==> config.mk <==
export PLATFORM = sky130hd
export DESIGN_NAME = dscr_walker
export DESIGN_NICKNAME = d
export VERILOG_FILES = /design/src/rtl/dw_pkg.sv /design/src/rtl/dw_geom.sv /design/src/rtl/dw_seq.sv /design/src/rtl/dscr_walker.sv
export SDC_FILE = /design/constraint.sdc
export NUM_CORES = 1
export LEC_CHECK = 0
export BUFFER_PORTS_ARGS = -buffer_cell sky130_fd_sc_hd__buf_2
export CORE_ASPECT_RATIO = 0.75
export CORE_MARGIN = 2
export CORE_UTILIZATION = 45
export CTS_CLUSTER_DIAMETER = 40
export DETAILED_ROUTE_END_ITERATION = 10
export GPL_ROUTABILITY_DRIVEN = 0
export MAX_ROUTING_LAYER = met4
export PLACE_DENSITY = 0.85
export RECOVER_POWER = 25
export SLEW_MARGIN = 20
export SYNTH_ARGS = -nofsm -noshare
export SYNTH_HDL_FRONTEND = slang
export SYNTH_SLANG_ARGS = --single-unit
==> constraint.sdc <==
create_clock -name clk -period 5.04 [get_ports clk]
set_input_delay 0.504 -clock clk [delete_from_list [all_inputs] [get_ports clk]]
set_output_delay 0.504 -clock clk [all_outputs]
set_load 0.01 [all_outputs]
==> src/rtl/dw_pkg.sv <==
package dw_pkg;
    localparam int CFG_WIDE_BIT   = 30;
    localparam int CFG_RX_EXT_BIT = 28;
    localparam int CFG_TX_EXT_BIT = 29;
    localparam int OFFW           = 5;

    typedef enum logic [2:0] {
        ST_IDLE,
        ST_RD_LO,
        ST_RD_CTL,
        ST_RD_HI,
        ST_RD_END,
        ST_WR_TS1,
        ST_WR_TS2
    } walk_state_e;

    typedef enum logic [1:0] {
        CAP_NONE,
        CAP_LO,
        CAP_CTL,
        CAP_HI
    } cap_sel_e;
endpackage

==> src/rtl/dw_geom.sv <==
module dw_geom
    import dw_pkg::*;
#(
    parameter int AW   = 32,
    parameter int IDXW = 10
) (
    input  logic [AW-1:0]   base,
    input  logic [31:0]     cfg,
    input  logic            ring_tx,
    input  logic [IDXW-1:0] idx,
    output logic            wide,
    output logic            ext,
    output logic [AW-1:0]   desc_addr
);
    localparam int UW = IDXW + 2;

    logic [UW-1:0] idx_x;
    logic [UW-1:0] units;
    logic          cfg_unused;

    assign cfg_unused = ^cfg;
    assign wide       = cfg[CFG_WIDE_BIT];
    assign ext        = ring_tx ? cfg[CFG_TX_EXT_BIT] : cfg[CFG_RX_EXT_BIT];

    assign idx_x = {2'b00, idx};
    // one step of two words per index, plus one per enabled mode
    assign units = idx_x + (wide ? idx_x : '0) + (ext ? idx_x : '0);

    assign desc_addr = base + AW'({units, 3'b000});
endmodule

==> src/rtl/dw_seq.sv <==
module dw_seq
    import dw_pkg::*;
(
    input  logic            clk,
    input  logic            rst_n,
    input  logic            fetch_req,
    input  logic            stamp_req,
    input  logic            stamp_ok,
    input  logic            mode_wide,
    output logic            start,
    output logic            fetch_go,
    output logic            mem_req,
    output logic            mem_we,
    output logic [OFFW-1:0] word_off,
    output logic            ts_second,
    output cap_sel_e        cap_sel,
    output logic            done
);
    walk_state_e state, state_nxt;
    logic        wide_q;
    logic        go_stamp;

    assign fetch_go = (state == ST_IDLE) && fetch_req;
    assign go_stamp = (state == ST_IDLE) && !fetch_req && stamp_req && stamp_ok;
    assign start    = fetch_go || go_stamp;

    always_ff @(posedge clk) begin
        if (!rst_n) state <= ST_IDLE;
        else        state <= state_nxt;
    end

    always_comb begin
        state_nxt = state;
        unique case (state)
            ST_IDLE: begin
                if (fetch_go)      state_nxt = ST_RD_LO;
                else if (go_stamp) state_nxt = ST_WR_TS1;
            end
            ST_RD_LO:  state_nxt = ST_RD_CTL;
            ST_RD_CTL: state_nxt = wide_q ? ST_RD_HI : ST_RD_END;
            ST_RD_HI:  state_nxt = ST_RD_END;
            ST_RD_END: state_nxt = ST_IDLE;
            ST_WR_TS1: state_nxt = ST_WR_TS2;
            ST_WR_TS2: state_nxt = ST_IDLE;
            default:   state_nxt = ST_IDLE;
        endcase
    end

    always_comb begin
        mem_req   = 1'b0;
        mem_we    = 1'b0;
        word_off  = '0;
        ts_second = 1'b0;
        unique case (state)
            ST_RD_LO:  begin mem_req = 1'b1; word_off = 5'd0; end
            ST_RD_CTL: begin mem_req = 1'b1; word_off = 5'd4; end
            ST_RD_HI:  begin mem_req = 1'b1; word_off = 5'd8; end
            ST_WR_TS1: begin
                mem_req  = 1'b1;
                mem_we   = 1'b1;
                word_off = wide_q ? 5'd16 : 5'd8;
            end
            ST_WR_TS2: begin
                mem_req   = 1'b1;
                mem_we    = 1'b1;
                ts_second = 1'b1;
                word_off  = wide_q ? 5'd20 : 5'd12;
            end
            default: ;
        endcase
    end

    always_ff @(posedge clk) begin
        if (!rst_n) begin
            wide_q  <= 1'b0;
            cap_sel <= CAP_NONE;
            done    <= 1'b0;
        end else begin
            if (start) wide_q <= mode_wide;
            unique case (state)
                ST_RD_LO:  cap_sel <= CAP_LO;
                ST_RD_CTL: cap_sel <= CAP_CTL;
                ST_RD_HI:  cap_sel <= CAP_HI;
                default:   cap_sel <= CAP_NONE;
            endcase
            done <= (state == ST_RD_END) || (state == ST_WR_TS2);
        end
    end
endmodule

==> src/rtl/dscr_walker.sv <==
module dscr_walker
    import dw_pkg::*;
#(
    parameter int AW   = 32,
    parameter int IDXW = 10
) (
    input  logic            clk,
    input  logic            rst_n,
    input  logic [AW-1:0]   ring_base,
    input  logic [31:0]     dma_cfg,
    input  logic            ring_tx,
    input  logic [IDXW-1:0] desc_idx,
    input  logic            fetch_req,
    input  logic            stamp_req,
    input  logic [31:0]     stamp_w1,
    input  logic [31:0]     stamp_w2,
    output logic            mem_req,
    output logic            mem_we,
    output logic [AW-1:0]   mem_addr,
    output logic [31:0]     mem_wdata,
    input  logic [31:0]     mem_rdata,
    output logic [63:0]     buf_addr,
    output logic [31:0]     buf_ctrl,
    output logic            done
);
    logic            wide, ext;
    logic [AW-1:0]   desc_addr;
    logic            start, fetch_go, ts_second;
    logic [OFFW-1:0] word_off;
    cap_sel_e        cap_sel;

    logic [AW-1:0]   desc_q;
    logic [31:0]     ts1_q, ts2_q;
    logic [31:0]     lo_q, hi_q, ctrl_q;

    dw_geom #(.AW(AW), .IDXW(IDXW)) geom_i (
        .base      (ring_base),
        .cfg       (dma_cfg),
        .ring_tx   (ring_tx),
        .idx       (desc_idx),
        .wide      (wide),
        .ext       (ext),
        .desc_addr (desc_addr)
    );

    dw_seq seq_i (
        .clk       (clk),
        .rst_n     (rst_n),
        .fetch_req (fetch_req),
        .stamp_req (stamp_req),
        .stamp_ok  (ext),
        .mode_wide (wide),
        .start     (start),
        .fetch_go  (fetch_go),
        .mem_req   (mem_req),
        .mem_we    (mem_we),
        .word_off  (word_off),
        .ts_second (ts_second),
        .cap_sel   (cap_sel),
        .done      (done)
    );

    always_ff @(posedge clk) begin
        if (!rst_n) begin
            desc_q <= '0;
            ts1_q  <= '0;
            ts2_q  <= '0;
            lo_q   <= '0;
            hi_q   <= '0;
            ctrl_q <= '0;
        end else begin
            if (start) begin
                desc_q <= desc_addr;
                ts1_q  <= stamp_w1;
                ts2_q  <= stamp_w2;
            end
            if (fetch_go) hi_q <= '0;
            unique case (cap_sel)
                CAP_LO:  lo_q   <= mem_rdata;
                CAP_CTL: ctrl_q <= mem_rdata;
                CAP_HI:  hi_q   <= mem_rdata;
                default: ;
            endcase
        end
    end

    assign mem_addr  = desc_q + AW'(word_off);
    assign mem_wdata = ts_second ? ts2_q : ts1_q;
    assign buf_addr  = {hi_q, lo_q};
    assign buf_ctrl  = ctrl_q;
endmodule

==> out/metrics.json, run 1 <==
{
  "number_of_enable_type_register_cells_in_the_synthesized_netlist": {"value": 0},
  "crit_arrival": {"value": 5.10, "unit": "ns"},
  "standard_cell_row_count": {"value": 46},
  "critPathLaunch": {"value": "ring_tx"},
  "syn_inst": {"value": 1185},
  "setup_viol": {"value": 0},
  "routed_via_density": {"value": 5.24},
  "worst_case_vdd_ir_drop": {"value": 0.199, "unit": "mV"},
  "ys_warn_count": {"value": 0},
  "drc": {"value": 0},
  "max_freq": {"value": 209, "unit": "MHz"},
  "gr-usage-all-layers": {"value": 23.2, "unit": "%"},
  "postSynthNetCount": {"value": 1397},
  "min-delay-path-class": {"value": "primary input to flop"},
  "clock_path_buffers": {"value": 2},
  "cts_tree": {"value": "done"},
  "antenna_found_initial": {"value": 1},
  "cp_data_required_time": {"value": 5.37, "unit": "ns"},
  "maxSlewHeadroom": {"value": -173, "unit": "%"},
  "post-dp-hpwl": {"value": 19.7, "unit": "mm"},
  "core": {"value": 0.0210, "unit": "mm2"},
  "detail_route.wl_per_cell": {"value": 15.3, "unit": "um"},
  "floorplan.die_area": {"value": 0.0224, "unit": "mm2"},
  "synthesis.area_per_instance": {"value": 8.04, "unit": "um2"},
  "post-cts-setup-buffers": {"value": 0},
  "numClockSinks": {"value": 199},
  "post_synth_num_cell_types": {"value": 59},
  "drtIter0Drc": {"value": 697},
  "dr.pass1.iters": {"value": 5},
  "cts_inserted_buffers": {"value": 17},
  "cts.htree.levels": {"value": 4},
  "die_w": {"value": 172, "unit": "um"},
  "fillers": {"value": 1955},
  "r2r_setup_slack": {"value": 2.46, "unit": "ns"},
  "endpoint": {"value": "desc_q[28]"},
  "setup_total_negative_slack": {"value": 0, "unit": "ns"},
  "drv.max_cap_violation_count": {"value": 1},
  "drt_wirelength": {"value": 26.9, "unit": "mm"},
  "initial_core_util": {"value": 45.5, "unit": "%"},
  "drt.antenna.violating_nets": {"value": 0},
  "globalRouteOverflowTotal": {"value": 0},
  "design.portCount": {"value": 338},
  "buffer_ports.inserted": {"value": 308},
  "die-height": {"value": 130, "unit": "um"},
  "final.setup_skew": {"value": 0.0201, "unit": "ns"},
  "grt_start_max_net_pins": {"value": 138},
  "syn_to_final_growth": {"value": 25.3, "unit": "%"},
  "insertion_delay": {"value": 0.43, "unit": "ns"},
  "worst_slew_pin_slew": {"value": 4.09, "unit": "ns"},
  "dr_total_vias": {"value": 9245},
  "end_kind": {"value": "flop"},
  "cts_root_buffer": {"value": "clkbuf_16"},
  "postSynth.asyncResetShare": {"value": 0, "unit": "%"},
  "failed_checks": {"value": "capacitance limit, slew limit"},
  "regToRegEndpoint": {"value": "ts1_q[3]"},
  "path_cells": {"value": "buf_2 -> mux2_2 -> and2_1 -> fa_1 -> ha_1 -> a21oi_1 -> nor2b_1 -> o31a_1 -> or4_1 -> a2111oi_0 -> nor3b_1 -> ha_1 -> and4_1 -> and2_1 -> a221oi_4 -> buf_4 -> or4b_1 -> a311oi_2"},
  "timing.reg2reg.worst_path_depth": {"value": 5},
  "mappedNetlistArea": {"value": 0.00953, "unit": "mm2"},
  "crit_fanout": {"value": 8},
  "final_core_utilization": {"value": 57.0, "unit": "%"},
  "synth-seq-cells": {"value": 199},
  "r2r_start": {"value": "seq_i.state[2]"},
  "power.density": {"value": 371, "unit": "mW/mm2"},
  "rsz0062_at_grt": {"value": "no"},
  "final-max-slew-violation-count": {"value": 138},
  "fin_crit": {"value": 4.77, "unit": "ns"},
  "timing.critical_path.slowest_cell_delay": {"value": 0.51, "unit": "ns"},
  "clkSlewWorstSetupHoldPaths": {"value": 0.09, "unit": "ns"},
  "startpoint_type": {"value": "primary input"},
  "count_of_hold_buffers_inserted_by_post_cts_repair": {"value": 0},
  "status": {"value": "finished with violations"},
  "leakage": {"value": 5.28, "unit": "nW"},
  "final_clock_period_utilization_by_the_worst_path": {"value": 94.7, "unit": "%"},
  "global_route_wire_length_before_repair": {"value": 40.3, "unit": "mm"},
  "worstSetupPathType": {"value": "primary input to flop"},
  "post_route_cells_drive_above_1_share": {"value": 27.1, "unit": "%"},
  "synth_ff_type": {"value": "dfxtp_1"},
  "final_hold_viol_count": {"value": 0},
  "synth_seq_area_share": {"value": 41.8, "unit": "%"},
  "grt_pass1_vias": {"value": 8114},
  "slowest_library_cell_on_the_worst_path": {"value": "or4b_1"},
  "cts_repair_resize_count": {"value": 0},
  "number_of_nets_in_the_final_layout": {"value": 1674}
}
[registers in the layout, summed over array words and instances, names as in the netlist]
signal	cells
buf_ctrl	32
desc_q	32
hi_q	32
lo_q	32
seq_i.cap_sel	2
seq_i.done	1
seq_i.state	3
seq_i.wide_q	1
ts1_q	32
ts2_q	32
[layer usage]
metal | part of all wire (%) | routed length (um) | GRT usage, %
met4 | 2.2 | 594 | 7.61
met5 | 0 | 0 | -
met1 | 44 | 11900 | 30.3
met3 | 8.1 | 2190 | 5.46
met2 | 45 | 12200 | 35.7
[cell usage in the layout, fill, tap and decap left out, types with 9 or more instances in the layout]
cell type  Yosys  final
mux2_2        33     33
a21oi_1      166    165
inv_1         39     39
buf_2          6    284
ha_1          24     24
buf_4          2     28
dfxtp_1      199    199
clkbuf_16      0     17
o211ai_1      10     10
nor2_1        71     71
o21ai_0        9      9
a22oi_1       32     32
nand2_1      322    322
nand3_1       21     21
fa_1          13     13
clkbuf_1      60     24
xor2_1        17     17
nand4_1        9      9
xnor2_1       31     31
[through the flow]
step	std cells	cell area, um2	total power, mW	setup slack [ns]	hold slack [ns]
CTS	1763	12000	4.47	0.247	0.283
finish	1764	11900	4.43	0.266	0.304
detailed placement	1731	11300	3.06	-0.181	0.443
floorplan	1185	9530	2.64	0.150	0.433
global placement	1731	11300	3.02	-0.0356	0.438
global route	1764	11900	4.67	0.105	0.294
[power breakdown]
group / total, mW / switching, mW / internal (mW)
combinational: 1.22 / 0.708 / 0.513
clock: 1.40 / 0.698 / 0.697
sequential: 1.81 / 0.108 / 1.71
[synth_stat cells, types with 3 or more instances]
library cell | number | share of area [%]
and2_1 | 5 | 0.33
and4_1 | 3 | 0.28
nor2_1 | 71 | 2.8
or3_1 | 8 | 0.53
o211ai_1 | 10 | 0.79
a311oi_2 | 8 | 1.3
or4_1 | 3 | 0.24
nand2b_1 | 4 | 0.26
and3_1 | 8 | 0.53
fa_1 | 13 | 2.7
dfxtp_1 | 199 | 42
ha_1 | 24 | 3.2
mux2_2 | 33 | 3.9
o21ai_0 | 9 | 0.47
nand4_1 | 9 | 0.59
xnor2_1 | 31 | 2.9
nor3_1 | 7 | 0.37
o21a_1 | 4 | 0.32
buf_1 | 9 | 0.35
nor3b_1 | 3 | 0.24
nand2_1 | 322 | 13
nor2b_1 | 8 | 0.53
o21ai_1 | 7 | 0.37
inv_1 | 39 | 1.5
xor2_1 | 17 | 1.6
a22oi_1 | 32 | 2.5
nand3_1 | 21 | 1.1
clkbuf_1 | 60 | 2.4
buf_2 | 6 | 0.32
a21oi_1 | 166 | 8.7
a21o_1 | 6 | 0.47
a211oi_1 | 4 | 0.32
[worst max-delay path: cells and delay by family]
kind / cells / cell delay [ns]
compound gates: 5 / 1.18
fa+ha+maj: 3 / 1.01
buf+inv: 2 / 0.25
mux: 1 / 0.40
simple gates: 7 / 1.75
[cells by family after synthesis]
family / count (synthesis) / synth area share, %
buffers and inverters: 117 / 4.85
DFF: 199 / 41.8
and+or+nand+nor: 482 / 21.3
xor gates and xnor gates: 48 / 4.41
AOI/OAI and AO/OA: 268 / 17.7
muxes: 34 / 4.01
adders and majority gates: 37 / 5.88
[final cells by class]
class,instances,area (um2),area share (%)
Antenna cell,1,2.50,0.0210
Clock buffer,18,439,3.68
Clock inverter,14,186,1.56
Inverter,39,146,1.23
Multi-Input combinational cell,869,5100,42.7
Sequential cell,199,3980,33.4
Tap cell,288,360,3.02
Timing Repair Buffer,336,1720,14.4
[worst min-delay path by stage]
stage / from / endpoint / slack, ns / depth (start not counted)
4_1_cts: stamp_w2[5] / ts2_q[5] / 0.28 / 3
6_report: stamp_w1[7] / ts1_q[7] / 0.30 / 3
3_5_place_dp: buf_ctrl[11] / buf_ctrl[11] / 0.44 / 2
3_3_place_gp: ts1_q[25] / ts1_q[25] / 0.44 / 2
2_1_floorplan: ts1_q[0] / ts1_q[0] / 0.43 / 2
5_1_grt: stamp_w2[3] / ts2_q[3] / 0.29 / 3
Note: power is estimated with default switching activity, not from simulation.
==> run 2: changes to the inputs <==
--- a/config.mk
+++ b/config.mk
@@ -15,7 +15,7 @@
 export MAX_ROUTING_LAYER = met4
 export PLACE_DENSITY = 0.85
 export RECOVER_POWER = 25
-export SLEW_MARGIN = 20
+export SKIP_LAST_GASP = 1
 export SYNTH_ARGS = -nofsm -noshare
 export SYNTH_HDL_FRONTEND = slang
 export SYNTH_SLANG_ARGS = --single-unit
==> constraint.sdc (replaced) <==
create_clock -name clk -period 5.04 [get_ports clk]
set_input_delay 0.252 -clock clk [delete_from_list [all_inputs] [get_ports clk]]
set_output_delay 0.252 -clock clk [all_outputs]
set_load 0.01 [all_outputs]
==> run 2 against run 1 <==
- the run still ends with capacitance limit, slew limit left
- register-to-register slack got worse by 0.17 ns
- clock power about the same
- clock skew decreased by 0.0044 ns
- cell count decreased by 0.74%
- non-clock buffer count decreased by 13
- critical endpoint is now desc_q[26]
==> out/metrics.json, run 2 (synthesis gave the netlist of run 1 again) <==
{
  "status": {"value": "finished with violations"},
  "failed_checks": {"value": "capacitance limit, slew limit"},
  "dr.pass1.iters": {"value": 5, "change": "unchanged"},
  "timing.critical_path.slowest_cell_delay": {"value": 0.52, "unit": "ns", "change": "about the same"},
  "design.portCount": {"value": 338, "change": "unchanged"},
  "die-height": {"value": 130, "unit": "um", "change": "unchanged"},
  "clock_path_buffers": {"value": 2, "change": "unchanged"},
  "drt_wirelength": {"value": 27.0, "unit": "mm", "change": "+0.36%"},
  "setup_viol": {"value": 0, "change": "unchanged"},
  "globalRouteOverflowTotal": {"value": 0, "change": "unchanged"},
  "max_freq": {"value": 220, "unit": "MHz", "change": "+5.2%"},
  "fin_crit": {"value": 4.54, "unit": "ns", "change": "-0.236 ns"},
  "cts_root_buffer": {"value": "clkbuf_16"},
  "leakage": {"value": 4.94, "unit": "nW", "change": "-6.4%"},
  "grt_start_max_net_pins": {"value": 141, "change": "+2.2%"},
  "worst_case_vdd_ir_drop": {"value": 0.176, "unit": "mV", "change": "-12%"},
  "drv.max_cap_violation_count": {"value": 1, "change": "unchanged"},
  "cp_data_required_time": {"value": 5.32, "unit": "ns", "change": "-0.05 ns"},
  "slowest_library_cell_on_the_worst_path": {"value": "or4_1"},
  "detail_route.wl_per_cell": {"value": 15.4, "unit": "um", "change": "+1.1%"},
  "global_route_wire_length_before_repair": {"value": 40.0, "unit": "mm", "change": "-0.79%"},
  "floorplan.die_area": {"value": 0.0224, "unit": "mm2", "change": "unchanged"},
  "startpoint_type": {"value": "primary input"},
  "post-cts-setup-buffers": {"value": 0, "change": "unchanged"},
  "most_frequent_cells_in_the_layout": {"value": "nand2_1 (322), buf_2 (220), dfxtp_1 (199)"},
  "final_clock_period_utilization_by_the_worst_path": {"value": 90.0, "unit": "%", "change": "-4.7 points"},
  "worst_slew_pin_slew": {"value": 4.29, "unit": "ns", "change": "+0.204 ns"},
  "power.density": {"value": 374, "unit": "mW/mm2", "change": "+0.82%"},
  "post-dp-hpwl": {"value": 19.4, "unit": "mm", "change": "-1.3%"},
  "final_total_power": {"value": 4.40, "unit": "mW", "change": "-0.68%"},
  "place.detailed.instances": {"value": 1718, "change": "-0.75%"},
  "insertion_delay": {"value": 0.43, "unit": "ns", "change": "about the same"},
  "dr_total_vias": {"value": 9195, "change": "-0.54%"},
  "crit_arrival": {"value": 4.82, "unit": "ns", "change": "-0.28 ns"},
  "die_w": {"value": 172, "unit": "um", "change": "unchanged"},
  "maxSlewHeadroom": {"value": -186, "unit": "%", "change": "-14 points"},
  "end_kind": {"value": "flop"},
  "crit_fanout": {"value": 16, "change": "+8"},
  "drtIter0Drc": {"value": 680, "change": "-2.4%"},
  "cts_tree": {"value": "done"},
  "syn_to_final_growth": {"value": 23.5, "unit": "%"},
  "antenna_found_initial": {"value": 1, "change": "unchanged"},
  "cts.htree.levels": {"value": 4, "change": "unchanged"},
  "drc": {"value": 0, "change": "unchanged"},
  "buffer_ports.inserted": {"value": 308, "change": "unchanged"},
  "finalHoldWorstSlack": {"value": 0.0490, "unit": "ns", "change": "-0.255 ns"},
  "final-max-slew-violation-count": {"value": 141, "change": "+2.2%"},
  "layout.cells.non_filler": {"value": 1751, "change": "-0.74%"},
  "fillers": {"value": 1974, "change": "+0.97%"},
  "count_of_hold_buffers_inserted_by_post_cts_repair": {"value": 0, "change": "unchanged"},
  "initial_core_util": {"value": 45.5, "unit": "%", "change": "unchanged"},
  "post_route_cells_drive_above_1_share": {"value": 22.0, "unit": "%", "change": "-5.0 points"},
  "final_hold_viol_count": {"value": 0, "change": "unchanged"},
  "drt.antenna.violating_nets": {"value": 0, "change": "unchanged"},
  "number_of_nets_in_the_final_layout": {"value": 1661, "change": "-0.78%"},
  "grt_pass1_vias": {"value": 8020, "change": "-1.2%"},
  "final_common_cell": {"value": "nand2_1"},
  "rsz0062_at_grt": {"value": "no"},
  "gr-usage-all-layers": {"value": 23.2, "unit": "%", "change": "about the same"},
  "cts_repair_resize_count": {"value": 0, "change": "unchanged"},
  "core": {"value": 0.0210, "unit": "mm2", "change": "unchanged"},
  "worstSetupPathType": {"value": "primary input to flop"},
  "setup_total_negative_slack": {"value": 0, "unit": "ns", "change": "unchanged"},
  "final.setup_skew": {"value": 0.0157, "unit": "ns", "change": "-0.00443 ns"},
  "numClockSinks": {"value": 199, "change": "unchanged"},
  "clkSlewWorstSetupHoldPaths": {"value": 0.09, "unit": "ns", "change": "about the same"},
  "standard_cell_row_count": {"value": 46, "change": "unchanged"},
  "path_cells": {"value": "buf_2 -> mux2_2 -> and2_1 -> fa_1 -> ha_1 -> a21oi_1 -> nor2b_1 -> o31a_1 -> or4_1 -> a2111oi_0 -> nor3b_1 -> ha_1 -> and4_1 -> and2_1 -> a221oi_4 -> buf_4 -> or4_1 -> a311oi_2"},
  "min-delay-path-class": {"value": "primary input to flop"},
  "cts_inserted_buffers": {"value": 17, "change": "unchanged"},
  "routed_via_density": {"value": 5.25, "change": "+0.20%"}
}
## run 2: final timing paths
check                                    start    endpoint  slack, ns  cells after the start
worst min register to register        lo_q[14]    lo_q[14]       0.45                      2
worst max-delay path                   ring_tx  desc_q[26]       0.50                     18
worst max register to register  seq_i.state[2]  desc_q[28]       2.29                      4
worst min-delay path               stamp_w1[9]    ts1_q[9]       0.05                      3
## run 2: power breakdown
| group | total (mW) | switching (mW) | internal (mW) | leakage, nW |
|---|---|---|---|---|
| combinational | 1.19 | 0.705 | 0.481 | 3.02 |
| clock | 1.40 | 0.715 | 0.683 | 0.296 |
| sequential | 1.82 | 0.110 | 1.71 | 1.62 |
## run 2: worst max-delay path: cells and delay by family
| kind | cells | cell delay, ns |
|---|---|---|
| buf+inv | 2 | 0.27 |
| mux | 1 | 0.40 |
| fa+ha+maj | 3 | 1.03 |
| simple gates | 7 | 1.77 |
| compound gates | 5 | 1.09 |
## run 2: metal layers
layer,global-route usage (%),share of wire [%],up-vias
li1,-,-,4537
met4,8.50,2.0,0
met3,5.00,7.7,42
met1,30.4,44,4260
met2,35.4,46,356
met5,-,0,-
## run 2: through the flow
| step | area, um2 | setup slack, ns | utilization [%] |
|---|---|---|---|
| 2_1_floorplan | 9530 | 0.402 | - |
| 3_3_place_gp | 11300 | 0.175 | 53.8 |
| 3_5_place_dp | 11300 | 0.0963 | 53.8 |
| 4_1_cts | 11900 | 0.546 | 56.7 |
| 5_1_grt | 11800 | 0.216 | 56.1 |
| 6_report | 11800 | 0.502 | 56.1 |
## run 2: layout make-up
class	count	area [um2]	share of cell area, %
antenna	1	2.50	0.0213
clock buffer	17	425	3.62
clock inverter	15	189	1.61
inverter	39	146	1.24
multi-input combinational	869	5100	43.3
sequential	199	3980	33.9
tap	288	360	3.06
timing repair buffer	323	1560	13.2
==> run 3: changes to the inputs <==
--- a/config.mk
+++ b/config.mk
@@ -8,12 +8,13 @@
 export BUFFER_PORTS_ARGS = -buffer_cell sky130_fd_sc_hd__buf_2
 export CORE_ASPECT_RATIO = 0.75
 export CORE_MARGIN = 2
-export CORE_UTILIZATION = 45
+export CORE_UTILIZATION = 47
+export CTS_BUF_LIST = sky130_fd_sc_hd__clkbuf_4
 export CTS_CLUSTER_DIAMETER = 40
 export DETAILED_ROUTE_END_ITERATION = 10
 export GPL_ROUTABILITY_DRIVEN = 0
 export MAX_ROUTING_LAYER = met4
-export PLACE_DENSITY = 0.85
+export PLACE_DENSITY = 0.88
 export RECOVER_POWER = 25
 export SKIP_LAST_GASP = 1
 export SYNTH_ARGS = -nofsm -noshare
==> run 3 against run 2 <==
- the run still ends with capacitance limit, slew limit left
- critical path depth up 4
- power is 8.3% lower
- sequential share of layout area is 2.3 points lower
- clock skew rose by 0.019 ns
- routed wire length increased by 14%
- utilization is 6.9 points higher
- setup slack got worse by 0.37 ns
- cell count is 4.9% higher
- final area up 7.4%
- non-clock buffer count rose by 115
- critical endpoint is now desc_q[31]
- highest routed layer unchanged
==> out/metrics.json, run 3 (synthesis gave the netlist of run 1 again) <==
{
  "status": {"value": "finished with violations"},
  "failed_checks": {"value": "capacitance limit, slew limit"},
  "rsz0062_at_grt": {"value": "no"},
  "insertion_delay": {"value": 0.59, "unit": "ns", "change": "+0.16 ns"},
  "drt_wirelength": {"value": 30.9, "unit": "mm", "change": "+14%"},
  "min-delay-path-class": {"value": "primary input to flop"},
  "antenna_found_initial": {"value": 2, "change": "+1"},
  "slowest_library_cell_on_the_worst_path": {"value": "dlygate4sd3_1"},
  "worst_path_dominant_cell_family": {"value": "buffers and inverters"},
  "dr.pass1.iters": {"value": 5, "change": "unchanged"},
  "maxSlewHeadroom": {"value": -165, "unit": "%", "change": "+21 points"},
  "timing.critical_path.slowest_cell_delay": {"value": 0.60, "unit": "ns", "change": "+0.08 ns"},
  "dr_total_vias": {"value": 10100, "change": "+10%"},
  "final-max-slew-violation-count": {"value": 127, "change": "-9.9%"},
  "routed_via_density": {"value": 5.52, "change": "+5.1%"},
  "max_freq": {"value": 204, "unit": "MHz", "change": "-7.6%"},
  "drv.max_cap_violation_count": {"value": 1, "change": "unchanged"},
  "cts_inserted_buffers": {"value": 17, "change": "unchanged"},
  "post_route_cells_drive_above_1_share": {"value": 22.4, "unit": "%", "change": "+0.36 points"},
  "post-cts-setup-buffers": {"value": 0, "change": "unchanged"},
  "clock_path_buffers": {"value": 2, "change": "unchanged"},
  "drtIter0Drc": {"value": 1022, "change": "+50%"},
  "design.portCount": {"value": 338, "change": "unchanged"},
  "drt.antenna.violating_nets": {"value": 0, "change": "unchanged"},
  "leakage": {"value": 5.42, "unit": "nW", "change": "+9.7%"},
  "die_w": {"value": 168, "unit": "um", "change": "-2.1%"},
  "power.density": {"value": 319, "unit": "mW/mm2", "change": "-15%"},
  "crit_fanout": {"value": 11, "change": "-5"},
  "grt_start_max_net_pins": {"value": 127, "change": "-9.9%"},
  "cp_data_required_time": {"value": 5.55, "unit": "ns", "change": "+0.23 ns"},
  "startpoint_type": {"value": "primary input"},
  "setup_viol": {"value": 0, "change": "unchanged"},
  "cts_tree": {"value": "done"},
  "numClockSinks": {"value": 199, "change": "unchanged"},
  "detail_route.wl_per_cell": {"value": 16.8, "unit": "um", "change": "+9.1%"},
  "gr-usage-all-layers": {"value": 28.5, "unit": "%", "change": "+5.3 points"},
  "globalRouteOverflowTotal": {"value": 0, "change": "unchanged"},
  "core": {"value": 0.0200, "unit": "mm2", "change": "-4.3%"},
  "syn_to_final_growth": {"value": 32.6, "unit": "%"},
  "cp_num_buf_inv": {"value": 6, "change": "+4"},
  "die-height": {"value": 127, "unit": "um", "change": "-2.1%"},
  "number_of_nets_in_the_final_layout": {"value": 1776, "change": "+6.9%"},
  "floorplan.die_area": {"value": 0.0214, "unit": "mm2", "change": "-4.1%"},
  "final_hold_viol_count": {"value": 0, "change": "unchanged"},
  "worst_slew_pin_slew": {"value": 3.98, "unit": "ns", "change": "-0.316 ns"},
  "final.setup_skew": {"value": 0.0351, "unit": "ns", "change": "+0.0194 ns"},
  "initial_core_util": {"value": 47.5, "unit": "%", "change": "+2.1 points"},
  "final_core_utilization": {"value": 63.0, "unit": "%", "change": "+6.9 points"},
  "standard_cell_row_count": {"value": 45, "change": "-2.2%"},
  "end_kind": {"value": "flop"},
  "global_route_wire_length_before_repair": {"value": 47.6, "unit": "mm", "change": "+19%"},
  "cts_root_buffer": {"value": "clkbuf_4"},
  "grt_pass1_vias": {"value": 9541, "change": "+19%"},
  "clkSlewWorstSetupHoldPaths": {"value": 0.20, "unit": "ns", "change": "+0.11 ns"},
  "final_clock_period_utilization_by_the_worst_path": {"value": 97.5, "unit": "%", "change": "+7.4 points"},
  "fin_crit": {"value": 4.91, "unit": "ns", "change": "+0.375 ns"},
  "buffer_ports.inserted": {"value": 308, "change": "unchanged"},
  "worst_case_vdd_ir_drop": {"value": 0.180, "unit": "mV", "change": "+2.5%"},
  "setup_total_negative_slack": {"value": 0, "unit": "ns", "change": "unchanged"},
  "drc": {"value": 0, "change": "unchanged"},
  "post-dp-hpwl": {"value": 19.2, "unit": "mm", "change": "-1.4%"},
  "path_cells": {"value": "dlygate4sd3_1 -> clkbuf_4 -> nand2_1 -> fa_1 -> inv_1 -> ha_1 -> a21oi_1 -> nor2b_1 -> o31a_1 -> or4_1 -> a2111oi_2 -> nor3b_1 -> ha_1 -> and4_1 -> buf_4 -> nand3_1 -> o21bai_1 -> buf_4 -> or2_4 -> o311ai_1 -> dlygate4sd3_1 -> a21oi_1"},
  "crit_arrival": {"value": 5.42, "unit": "ns", "change": "+0.60 ns"},
  "most_frequent_cells_in_the_layout": {"value": "nand2_1 (322), buf_2 (247), dfxtp_1 (199)"},
  "worstSetupPathType": {"value": "primary input to flop"},
  "cts.htree.levels": {"value": 4, "change": "unchanged"},
  "final_common_cell": {"value": "nand2_1"}
}
==> run 3: cell types whose count changed in the layout (fill, tap and decap cells not counted), sizes merged <==
cell | before | now
buf | 235 | 263
clkbuf | 105 | 79
clkinv | 6 | 5
clkinvlp | 1 | 0
diode | 1 | 2
dlygate4sd3 | 0 | 114
inv | 47 | 48
==> run 3: worst min-delay path, stage by stage <==
cell      delay, ns
buf_2          0.19
o211ai_1       0.11
a21oi_1        0.04
==> run 3: final timing paths <==
kind                        from  cells after the start  slack (ns)         end
setup / recovery     dma_cfg[30]                     22        0.13  desc_q[31]
hold reg to reg        ts2_q[29]                      2        0.46   ts2_q[29]
hold / removal             rst_n                      3        0.03  desc_q[23]
setup reg to reg  seq_i.state[2]                      7        1.81  desc_q[31]
==> run 3: per-layer routing <==
| layer | global-route usage, % | share of wire, % | up-vias |
|---|---|---|---|
| li1 | - | - | 4753 |
| met1 | 34.0 | 41 | 4720 |
| met2 | 45.3 | 46 | 537 |
| met3 | 7.16 | 8.5 | 132 |
| met4 | 13.7 | 4.4 | 0 |
| met5 | - | 0 | - |
==> run 3: timing repair <==
item	CTS	global route
hold buffers	114	0
endpoints found under the hold margin	177	0
gates resized for setup	0	4
setup endpoints to repair	0	1
==> run 3: final cells by class <==
class	instances	area [um2]
sequential	199	3980
timing repair buffer	438	2740
clock buffer	18	135
inverter	39	146
multi-input combinational	869	5110
tap	258	323
clock inverter	14	188
antenna	2	5.00
fill	1648	7410
==> run 3: power by group <==
part | total (mW) | switching [mW] | internal [mW] | leakage, nW
logic | 1.30 | 0.749 | 0.550 | 3.63
registers | 1.83 | 0.118 | 1.71 | 1.62
clock network | 0.908 | 0.654 | 0.254 | 0.169
==> run 3: through the flow <==
stage                     instance area, um2  hold slack [ns]  power (mW)  cells  worst slack, ns
final                                  12600           0.0260        4.03   1837            0.127
after detailed placement               11200            0.443        3.03   1689           0.0492
after global placement                 11200            0.438        2.99   1689            0.160
after floorplan                         9530            0.388        2.64   1185            0.402
after CTS                              12700          0.00136        4.01   1835           0.0938
after global routing                   12600          -0.0141        4.26   1837           0.0108
